===== src/rtl/lmfc_gen_pkg.sv =====
package lmfc_gen_pkg;
  typedef enum logic [1:0] {
    ALIGN_NONE,
    ALIGN_SYSREF,
    ALIGN_SOFT
  } align_src_e;
endpackage


===== src/rtl/lmfc_sysref_edge.sv =====
module lmfc_sysref_edge #(
  parameter int STAGES = 2
) (
  input  logic clk_i,
  input  logic rst_ni,
  input  logic sysref_i,
  output logic edge_o
);
  logic [STAGES-1:0] sync_q;
  logic              prev_q;

  // prev_q tracks regardless of mask so unmasking while high creates no edge
  always_ff @(posedge clk_i or negedge rst_ni) begin
    if (!rst_ni) begin
      sync_q <= '0;
      prev_q <= 1'b0;
    end else begin
      sync_q <= {sync_q[STAGES-2:0], sysref_i};
      prev_q <= sync_q[STAGES-1];
    end
  end

  assign edge_o = sync_q[STAGES-1] & ~prev_q;
endmodule


===== src/rtl/lmfc_phase_ctr.sv =====
module lmfc_phase_ctr #(
  parameter int OW = 3,
  parameter int KW = 5
) (
  input  logic          clk_i,
  input  logic          rst_ni,
  input  logic [OW-1:0] f_len_i,
  input  logic [KW-1:0] k_len_i,
  input  logic          load_i,
  output logic [OW-1:0] oct_o,
  output logic [KW-1:0] frm_o
);
  logic [OW-1:0] oct_q, oct_base, oct_d;
  logic [KW-1:0] frm_q, frm_base, frm_d;

  // load: current cycle counts as phase zero, next cycle is its successor
  always_comb begin
    oct_base = load_i ? '0 : oct_q;
    frm_base = load_i ? '0 : frm_q;
    if (oct_base >= f_len_i) begin
      oct_d = '0;
      frm_d = (frm_base >= k_len_i) ? '0 : frm_base + KW'(1);
    end else begin
      oct_d = oct_base + OW'(1);
      frm_d = frm_base;
    end
  end

  always_ff @(posedge clk_i or negedge rst_ni) begin
    if (!rst_ni) begin
      oct_q <= '0;
      frm_q <= '0;
    end else begin
      oct_q <= oct_d;
      frm_q <= frm_d;
    end
  end

  assign oct_o = oct_q;
  assign frm_o = frm_q;
endmodule


===== src/rtl/lmfc_align_track.sv =====
module lmfc_align_track
  import lmfc_gen_pkg::*;
(
  input  logic clk_i,
  input  logic rst_ni,
  input  logic edge_i,
  input  logic mask_i,
  input  logic sw_sync_i,
  input  logic at_zero_i,
  output logic load_o,
  output logic aligned_o,
  output logic phase_err_o
);
  align_src_e src;
  logic       aligned_q, err_q, err_set;

  always_comb begin
    if (sw_sync_i)             src = ALIGN_SOFT;
    else if (edge_i && !mask_i) src = ALIGN_SYSREF;
    else                       src = ALIGN_NONE;
  end

  assign load_o  = (src != ALIGN_NONE);
  assign err_set = (src == ALIGN_SYSREF) && aligned_q && !at_zero_i;

  always_ff @(posedge clk_i or negedge rst_ni) begin
    if (!rst_ni) begin
      aligned_q <= 1'b0;
      err_q     <= 1'b0;
    end else begin
      if (load_o)  aligned_q <= 1'b1;
      if (err_set) err_q     <= 1'b1;
    end
  end

  assign aligned_o   = aligned_q;
  assign phase_err_o = err_q;
endmodule


===== src/rtl/lmfc_gen.sv =====
module lmfc_gen #(
  parameter int K_MAX       = 32,
  parameter int F_MAX       = 8,
  parameter int SYNC_STAGES = 2
) (
  input  logic                       clk_i,
  input  logic                       rst_ni,
  input  logic                       sysref_i,
  input  logic                       sysref_mask_i,
  input  logic                       sw_sync_i,
  input  logic [$clog2(F_MAX)-1:0]   f_len_i,
  input  logic [$clog2(K_MAX)-1:0]   k_len_i,
  output logic                       lmfc_o,
  output logic                       frame_o,
  output logic                       aligned_o,
  output logic                       phase_err_o
);
  localparam int FW = $clog2(F_MAX);
  localparam int KW = $clog2(K_MAX);

  logic          sysref_edge;
  logic          realign;
  logic          at_zero;
  logic [FW-1:0] oct;
  logic [KW-1:0] frm;

  lmfc_sysref_edge #(.STAGES(SYNC_STAGES)) u_edge (
    .clk_i    (clk_i),
    .rst_ni   (rst_ni),
    .sysref_i (sysref_i),
    .edge_o   (sysref_edge)
  );

  lmfc_phase_ctr #(.OW(FW), .KW(KW)) u_ctr (
    .clk_i   (clk_i),
    .rst_ni  (rst_ni),
    .f_len_i (f_len_i),
    .k_len_i (k_len_i),
    .load_i  (realign),
    .oct_o   (oct),
    .frm_o   (frm)
  );

  assign at_zero = (oct == '0) && (frm == '0);

  lmfc_align_track u_track (
    .clk_i       (clk_i),
    .rst_ni      (rst_ni),
    .edge_i      (sysref_edge),
    .mask_i      (sysref_mask_i),
    .sw_sync_i   (sw_sync_i),
    .at_zero_i   (at_zero),
    .load_o      (realign),
    .aligned_o   (aligned_o),
    .phase_err_o (phase_err_o)
  );

  assign lmfc_o  = at_zero;
  assign frame_o = (oct == '0);
endmodule


===== config.mk =====
export PLATFORM = sky130hd
export DESIGN_NAME = lmfc_gen
export DESIGN_NICKNAME = d
export VERILOG_FILES = /design/src/rtl/lmfc_gen_pkg.sv /design/src/rtl/lmfc_sysref_edge.sv /design/src/rtl/lmfc_phase_ctr.sv /design/src/rtl/lmfc_align_track.sv /design/src/rtl/lmfc_gen.sv
export SDC_FILE = /design/constraint.sdc
export NUM_CORES = 1
export LEC_CHECK = 0
export BUFFER_PORTS_ARGS = -buffer_cell sky130_fd_sc_hd__buf_2
export CAP_MARGIN = 20
export CELL_PAD_IN_SITES_DETAIL_PLACEMENT = 0
export CELL_PAD_IN_SITES_GLOBAL_PLACEMENT = 1
export CORE_MARGIN = 2
export CORE_UTILIZATION = 40
export DETAILED_ROUTE_END_ITERATION = 10
export PLACE_DENSITY_LB_ADDON = 0.1
export SLEW_MARGIN = 20
export SYNTH_ARGS = -nofsm -noshare
export SYNTH_HDL_FRONTEND = slang
export SYNTH_SLANG_ARGS = --single-unit

===== constraint.sdc =====
create_clock -name clk_i -period 2.5 [get_ports clk_i]
set_input_delay 0.5 -clock clk_i [delete_from_list [all_inputs] [get_ports clk_i]]
set_output_delay 0.5 -clock clk_i [all_outputs]
set_load 0.02 [all_outputs]

# After elaboration in Yosys (flattened, before gate mapping)
# Index checks and enable logic that the tools add are counted.
word_totals:
  reg_bits: 13
  wordCells: 29
  in_bits: 13
op_classes:
  magnitude_cmp: 2
  n_eq_ne: 1
  reduce_logical: 9
  mux: 7
  add_sub_neg: 2
  bitwise: 2
ops:
  columns: ["cell", "n"]
  rows:
  - ["$mux 5", 3]
  - ["$mux 3", 2]
  - ["$add 5x1->5 const B", 1]
  - ["$ge 5x5->1", 1]
  - ["$logic_not 5->1", 1]
  - ["$logic_and 1x1->1", 4]
  - ["$add 3x1->3 const B", 1]
  - ["$ge 3x3->1", 1]
  - ["$logic_not 3->1", 1]
  - ["$eq 2x1->1 const B", 1]
  - ["$logic_not 1->1", 2]
  - ["$mux 2", 1]
  - ["$reduce_bool 2->1", 1]
  - ["$and 1x1->1", 1]
  - ["$mux 1", 1]
  - ["$not 1->1", 1]

# Depth between registers and ports, before layout
# Gate-level depths: netlist of run 1.
depth:
  ltp_word: 10
  depth_mapped: 9

# Cells and area by module
# From an unflattened synthesis of run 1, not the netlist that was laid out.
unflattened:
  hier_cells: 85
  hier_area_um2: 837.1
modules_own_cells:
  columns: ["module", "instances", "seq_area_each_um2", "cells_each", "area_per_inst_um2"]
  rows:
  - ["lmfc_phase_ctr", 1, 200.2, 70, 634.4]
  - ["lmfc_align_track", 1, 50.0, 7, 88.8]
  - ["lmfc_sysref_edge", 1, 75.1, 4, 88.8]
  - ["lmfc_gen", 1, 0.0, 4, 25.0]

# Least setup slack after synthesis of run 1
# OpenSTA, ideal clock, no wires.
synth_path:
  path_kind: "in2reg"
  from: "in sysref_mask_i"
  to: "reg u_ctr.frm_q[3] (netlist: u_ctr.frm_o[3])"
  stages: 9
  setup_slack_ns: 0.218
  setup_ns: 0.072
  arrival_time_ns: 2.209
  cell_sequence: "nor3b_4 > nor2_1 > and2_1 > ha_1 > nand2_1 > o21ai_0 > nand4_1 > xor2_1 > nor2_1"
synth_via:
  elab_chain_len: 9
  elab_cells_between_ends: 12
synth_rtl:
  columns: ["item", "line_no", "rtl"]
  rows:
  - ["start: declaration", "lmfc_gen.sv:9", "input logic sysref_mask_i,"]
  - ["$logic_not 1->1 (*)", "lmfc_align_track.sv:19", "else if (edge_i && !mask_i) src = ALIGN_SYSREF;"]
  - ["$logic_and 1x1->1 (*)", "lmfc_align_track.sv:19", null]
  - ["$mux 1 (*)", "lmfc_align_track.sv:19", null]
  - ["$mux 2 (*)", "lmfc_align_track.sv:18", "if (sw_sync_i) src = ALIGN_SOFT;"]
  - ["$reduce_bool 2->1 (*)", "lmfc_align_track.sv:23", "assign load_o = (src != ALIGN_NONE);"]
  - ["$mux 5", "lmfc_phase_ctr.sv:19", "frm_base = load_i ? '0 : frm_q;"]
  - ["$add 5x1->5 or $ge 5x5->1 (tied branches)", "lmfc_phase_ctr.sv:22", "frm_d = (frm_base >= k_len_i) ? '0 : frm_base + KW'(1);"]
  - ["$mux 5", "lmfc_phase_ctr.sv:22", null]
  - ["$mux 5 (*)", "lmfc_phase_ctr.sv:20", "if (oct_base >= f_len_i) begin"]
  - ["net u_ctr.frm_d[3]", "lmfc_phase_ctr.sv:14", "logic [KW-1:0] frm_q, frm_base, frm_d;"]
  - ["end signal: assignment", "lmfc_phase_ctr.sv:35", "frm_q <= frm_d;"]
  - ["end: declaration", "lmfc_phase_ctr.sv:14", null]
# The timed path passes the listed nets; every way through them passes the cells marked *.
# A chain may end at the register's enable or synchronous reset.

# Worst setup path in the final report of run 1
layout_path:
  from: "reg u_edge.sync_q[1]"
  to: "reg u_ctr.frm_q[1] (netlist: u_ctr.frm_o[1])"
layout_via:
  elab_chain_len: 9
  elab_cells_between_ends: 12
layout_rtl:
  columns: ["item", "line_no", "rtl"]
  rows:
  - ["start: declaration", "lmfc_sysref_edge.sv:9", "logic [STAGES-1:0] sync_q;"]
  - ["start signal: assignment", "lmfc_sysref_edge.sv:18", "sync_q <= {sync_q[STAGES-2:0], sysref_i};"]
  - ["$and 1x1->1 (*)", "lmfc_sysref_edge.sv:23", "assign edge_o = sync_q[STAGES-1] & ~prev_q;"]
  - ["$logic_and 1x1->1 (*)", "lmfc_align_track.sv:19", null]
  - ["$mux 1 (*)", "lmfc_align_track.sv:19", null]
  - ["$mux 2 (*)", "lmfc_align_track.sv:18", null]
  - ["$reduce_bool 2->1 (*)", "lmfc_align_track.sv:23", null]
  - ["$mux 5", "lmfc_phase_ctr.sv:19", null]
  - ["$add 5x1->5 or $ge 5x5->1 (tied branches)", "lmfc_phase_ctr.sv:22", null]
  - ["$mux 5", "lmfc_phase_ctr.sv:22", null]
  - ["$mux 5 (*)", "lmfc_phase_ctr.sv:20", null]
  - ["net u_ctr.frm_d[1]", "lmfc_phase_ctr.sv:14", null]
# Marked as above.

==> results of run 1 <==
[placed cells by master (no fill, tap or decap), types with 2 or more instances in the layout]
cell type  Yosys  routed
buf_4          0       3
inv_1          8       8
and2_1         4       4
a21oi_1        4       4
nor3_1         2       2
nand2_1        7       7
o31ai_1        2       2
o2bb2ai_1      2       2
buf_2          0      16
ha_1           8       8
o21ai_0        2       2
nor2_2         1       2
nor2b_1        2       2
nand4_1        2       2
dfrtp_1       13      13
nand3_1        2       2
or3_2          2       2
xor2_1         2       2
clkbuf_4       0       3
nor2_1         8       7
nand3b_1       2       2
[metal layers]
metal	wire length, µm	global-route usage
met5	0	0
met4	29	0.0556
met3	80	0.0606
met2	806	0.262
met1	797	0.191
[final timing paths]
check,cells after the start,endpoint,startpoint
worst max-delay path,9,u_ctr.frm_o[1]$_DFF_PN0_,u_edge.sync_q[1]$_DFF_PN0_
worst min-delay path,1,u_track.aligned_o$_DFFE_PN0P_,rst_ni
worst max register to register,9,u_ctr.frm_o[1]$_DFF_PN0_,u_edge.sync_q[1]$_DFF_PN0_
worst min register to register,0,u_edge.sync_q[1]$_DFF_PN0_,u_edge.sync_q[0]$_DFF_PN0_
max in group asynchronous,1,u_ctr.frm_o[1]$_DFF_PN0_,rst_ni
min in group clk_i,1,u_edge.sync_q[0]$_DFF_PN0_,sysref_i
[synth_stat cells (all sizes together)]
cell	instances
o31ai	2
a21oi	4
dfrtp	13
or3	2
xor2	2
nor3	2
nand3	2
and2b	1
o21ai	2
o21bai	1
nand2	7
ha	8
nand3b	2
a2111oi	1
o41ai	1
nand4	2
xnor2	1
nor2b	2
inv	8
nor3b	1
and2	5
o2bb2ai	2
a21boi	1
o311ai	1
nor4	1
o21a	1
or2b	1
nor2	9
and4bb	1
[critical path, stage by stage (launching register included)]
cell	delay, ns
dfrtp_1	0.41
nor3b_4	0.17
nor2_2	0.24
nand2_1	0.12
ha_1	0.28
nor2b_1	0.14
nor2_1	0.07
o311ai_2	0.33
a21boi_2	0.13
o31ai_1	0.27
[power breakdown]
part | internal, mW | switching, mW | total (mW)
registers | 0.231 | 0.0130 | 0.244
clock network | 0.0621 | 0.0702 | 0.132
logic | 0.0649 | 0.0878 | 0.153
[flip-flops by register name, summed over array words and instances (netlist names)]
| register | count |
|---|---|
| u_ctr.frm_o | 5 |
| u_edge.sync_q | 2 |
| u_ctr.oct_o | 3 |
| u_edge.prev_q | 1 |
| u_track.aligned_o | 1 |
| u_track.phase_err_o | 1 |
[per-stage QoR]
step | hold slack (ns) | TNS, ns
2_1_floorplan | 0.204 | 0
3_3_place_gp | 0.332 | -0.0302
3_5_place_dp | 0.355 | -0.0445
4_1_cts | 0.0873 | 0
5_1_grt | 0.0893 | 0
6_report | 0.0856 | 0
[logic make-up (layout without fill, tap and decap cells)]
| logic type | Yosys count | in the layout | share of synthesized area |
|---|---|---|---|
| XOR/XNOR | 3 | 3 | 0.0314 |
| AND/OR/NAND/NOR | 38 | 38 | 0.269 |
| adder cells (fa/ha/maj) | 8 | 8 | 0.120 |
| AO/OA/AOI/OAI | 16 | 16 | 0.155 |
| buffers and inverters | 8 | 31 | 0.0359 |
| flip-flops | 13 | 13 | 0.389 |
[final cells by class]
class | count | area [µm²] | area share
multi-input cells | 65 | 484 | 0.483
flip-flops and latches | 13 | 325 | 0.325
repair buffers | 19 | 103 | 0.102
well taps | 27 | 33.8 | 0.0337
inverters | 8 | 30.0 | 0.0300
clock buffers | 4 | 26.3 | 0.0262
==> impl_results.md, run 1 <==
* Total of warnings raised by yosys at 0
* Critical path launch point type: flip-flop
* Clk root buf: clkbuf_4
* CP endpoint kind: flip-flop
* Layout cells sized above 1 at 0.312
* Crit-path max FO at 9
* Design area at ~1000 µm²
* Pwr/cell area at roughly 530 nW/µm²
* Peak supply drop at 0.404 mV
* Placed Cells at approximately 130
* Die Footprint at 2470 µm²
* DP HPWL at 1.41 mm
* FMAX at 0.440 GHz
* CTS Hold Bufs at 0
* Clk_lat worst skew at 0.29 ns
* Tightest Pin Transition at 0.389 ns
* Routability cong. at about 0.78
* Final Hold Vio Count at 0
* Flops & latches, synth at 13
* Post-CTS setup buffer count at 0
* First-pass GRT wire length at around 2.9 mm
* CTS resizes at 0
* Top post-synthesis cells by area: dfrtp_1, ha_1, inv_1
* Synth area leader: dfrtp_1
* Port bufs at 16
* Area Overhead vs Synth at 19.7%
* Post-route DRC at 0
* R2R Setup Slk at about 0.23 ns
* Vias per cell at around 5.0
* Layout Utilization at 0.511
* Longest Clk Path Bufs at 2
* Register area share after synthesis at 0.389
* Status: complete, no violations
* CP Data Arrival Time at approximately 2.5 ns
* Vias in the first global route at 648
* Routed Antenna Nets at 0
* Dpl cell area at about 970 µm²
* Fin nets at about 130
* Slew Viols, Final at 0
* Finished Layout Cells at 136
* Post-synthesis cell count at 86
* Max cap viols at 0
* GRT Resource Usage Total at 0.160
* Largest net degree at the start of global routing at 14
* Crit path time final at 2.27 ns
* Tcrit/Tclk final at 0.909
* Pre-CTS WS at -0.0398 ns
* Global route total overflow at 0
* Core area at 1960 µm²
* Vias at 679
* Setup ws final at approximately 0.23 ns
* Setup-failing EPs final at 0
* RSZ-0062 raised after global routing: no
* # diodes at 0
* Hold Crit Class: primary input to asynchronous set/reset pin
* Share of Yosys cell area claimed by the top area cell type at 0.389
* Aggregate routed wire length at 1.71 mm
* Die Ht at 49.7 µm
* Tot Pwr at 0.528 mW
* CTS sink count at 13
* H-tree depth at 1
* Initial antenna violation count at 0
* CTS buffer count at 3
* Clock transition at the registers of the reported paths at 0.09 ns
* Row cnt at 16
* Starting Density at 0.427
* Syn Area/Cell at around 9.7 µm²
* First drt pass iteration count at 2
* Iteration-0 DRC Markers at 7
* Syn nets at 107
* Crit Path Class: flip-flop to flip-flop
* Worst clock skew at roughly 0.013 ns
* Slew margin rel. at 0.734
* Post-DR wirelength/cell at roughly 13 µm
* Pleak at approximately 0.49 nW
* Ports at 17
* Unique cell type count in the Yosys netlist at 31
* Worst Path Required at around 2.7 ns
* TritonCTS clock tree: done
* Die width at ~50 µm
* Post-synthesis instance area at about 840 µm²
* Layout fillers at 209
No activity file was read; power rests on OpenSTA's default activity.
==> run 2, diff against run 1 <==
--- a/config.mk
+++ b/config.mk
@@ -13,6 +13,7 @@
 export CORE_UTILIZATION = 40
 export DETAILED_ROUTE_END_ITERATION = 10
 export PLACE_DENSITY_LB_ADDON = 0.1
+export RECOVER_POWER = 25
 export SLEW_MARGIN = 20
 export SYNTH_ARGS = -nofsm -noshare
 export SYNTH_HDL_FRONTEND = slang
==> run 2 against run 1 <==
Effect of this change:
- non-clock buffer count unchanged
- clock skew about the same
- sequential share of layout area about the same
- combinational power about the same
- core utilization decreased by 0.064 points
==> impl_results.md, run 2 (synthesized netlist as in run 1, its figures left out) <==
* Status: complete, no violations
* TritonCTS clock tree: done
* Post-route DRC at 0
* Critical path launch point type: flip-flop
* CP Data Arrival Time at roughly 2.5 ns
* Max cap viols at 0
* Layout cells sized above 1 at 0.303
* Storage cell area at ~330 µm²
* Pre-CTS WS at -0.0398 ns
* Max incr delay on CP at 0.41 ns
* Clk_lat worst skew at 0.29 ns
* Critical-path cell list: nor3b_4 > nor2_2 > nand2_1 > ha_1 > nor2b_1 > nor2_1 > o311ai_2 > a21boi_2 > o31ai_1
* Pleak at ~0.49 nW
* GRT busiest layer: met2
* Crit path time final at approximately 2.3 ns
* CTS sink count at 13
* Finished Layout Cells at approximately 140
* Final Hold Vio Count at 0
* WP buf/inv at 0
* Die Ht at 49.7 µm
* Die width at around 50 µm
* Core area at between 1500 and 2000 µm²
* Crit-path max FO at 9
* Setup ws final at about 0.23 ns
* Hold Crit Class: primary input to asynchronous set/reset pin
* M3 GR Usage at 0.0606
* Layout fillers at 209
* Global route total overflow at 0
* CP top delay family: simple AND/OR/NAND/NOR gates
* Largest net degree at the start of global routing at 14
* Routed Antenna Nets at 0
* Fin nets at around 130
* Die Footprint at between 2000 and 2500 µm²
* Most frequent cells in the layout: buf_2, dfrtp_1, inv_1, ha_1
* Hold WS at 0.233 ns
* Slowest cell on the critical path: dfrtp_1
* Vias in the first global route at 648
* Tightest Pin Transition at 0.722 ns
* CTS buffer count at 3
* Area Overhead vs Synth at 19.6%
* Crit Path Class: flip-flop to flip-flop
* H-tree depth at 1
* Aggregate routed wire length at 1.71 mm
* FMAX at between 0.4 and 0.5 GHz
* Clock transition at the registers of the reported paths at 0.09 ns
* Starting Density at 0.427
* Iteration-0 DRC Markers at 8
* Slew margin rel. at 0.519
* Vias per cell at ~5
* GRT Resource Usage Total at 0.160
* Worst setup path startpoint: u_edge.sync_q[1]$_DFF_PN0_
* R2R Setup Slk at about 0.23 ns
* Pwr/cell area at approximately 530 nW/µm²
* Worst clock skew at between 0.01 and 0.015 ns
* First-pass GRT wire length at 2.88 mm
* Peak supply drop at between 0.4 and 0.5 mV
* Worst Path Required at between 2 and 3 ns
* Met2 usage at 0.262
* Reg-to-Reg Start: u_edge.sync_q[1]$_DFF_PN0_
* Tcrit/Tclk final at 0.909
* Max reg flops at 5
* Multi-input gate area at between 400 and 500 µm²
* Ports at 17
* CTS Hold Bufs at 0
* Levels on crit path at 9
* Vias at a little under 700
* DP HPWL at 1.41 mm
* Routability cong. at around 0.8
* RR Endpoint: u_ctr.frm_o[1]$_DFF_PN0_
* Post-DR wirelength/cell at ~13 µm
* Slew Viols, Final at 0
* Clk root buf: clkbuf_4
* Longest Clk Path Bufs at 2
* Worst r2r path cells at 9
* CP endpoint kind: flip-flop
* GR Util met1 at 0.191
* Setup-failing EPs final at 0
* RSZ-0062 raised after global routing: no
* Port bufs at 16
* Row cnt at 16
* # diodes at 0
* Most common cell after layout, fill and taps aside: buf_2
* Crit path to: u_ctr.frm_o[1]$_DFF_PN0_
* First drt pass iteration count at 2
* Initial antenna violation count at 0
* Placed Cells at around 130
==> run 2: worst min path at each step <==
stage / to / depth (start not counted) / slack (ns)
final: u_track.aligned_o$_DFFE_PN0P_ / 1 / 0.23
after global routing: u_track.aligned_o$_DFFE_PN0P_ / 1 / 0.27
after CTS: u_edge.prev_q$_DFF_PN0_ / 1 / 0.09
after detailed placement: u_edge.sync_q[1]$_DFF_PN0_ / 0 / 0.36
after global placement: u_edge.sync_q[1]$_DFF_PN0_ / 0 / 0.33
after floorplan: u_ctr.frm_o[0]$_DFF_PN0_ / 0 / 0.20
==> run 2: worst register-to-register path: stages, from the launching register on <==
cell      delay [ns]
dfrtp_1         0.41
nor3b_4         0.17
nor2_2          0.24
nand2_1         0.12
ha_1            0.28
nor2b_1         0.15
nor2_1          0.07
o311ai_2        0.33
a21boi_2        0.13
o31ai_1         0.27
==> run 2: stage by stage <==
step | TNS (ns) | total power, mW | area [µm²] | util
after detailed placement | -0.0445 | 0.401 | 973 | 0.496
after global routing | 0 | 0.570 | 1000 | 0.510
final | 0 | 0.528 | 1000 | 0.510
after CTS | 0 | 0.535 | 1000 | 0.510
after global placement | -0.0302 | 0.400 | 973 | 0.496
after floorplan | 0 | 0.344 | 837 | -
==> run 2: timing repair <==
item,in CTS,in global routing
setup endpoints to repair,0,5
gates resized for setup,0,1
endpoints found under the hold margin,0,0
setup buffers,0,0
==> run 2: layout make-up <==
| cell class | count | area share |
|---|---|---|
| Clock buffer | 4 | 0.0263 |
| Multi-Input combinational cell | 65 | 0.484 |
| Inverter | 8 | 0.0300 |
| Sequential cell | 13 | 0.325 |
| Timing Repair Buffer | 19 | 0.101 |
| Tap cell | 27 | 0.0338 |
==> run 2: routing by layer <==
layer / vias up / share of wire
li1: 351 / -
met1: 311 / 0.46
met2: 12 / 0.47
met3: 5 / 0.047
met4: 0 / 0.017
met5: - / 0
==> run 2: power breakdown <==
| part | internal, mW | total, mW | switching (mW) | leakage [nW] |
|---|---|---|---|---|
| clock network | 0.0621 | 0.132 | 0.0702 | 0.0150 |
| registers | 0.231 | 0.244 | 0.0130 | 0.160 |
| logic | 0.0646 | 0.152 | 0.0877 | 0.311 |
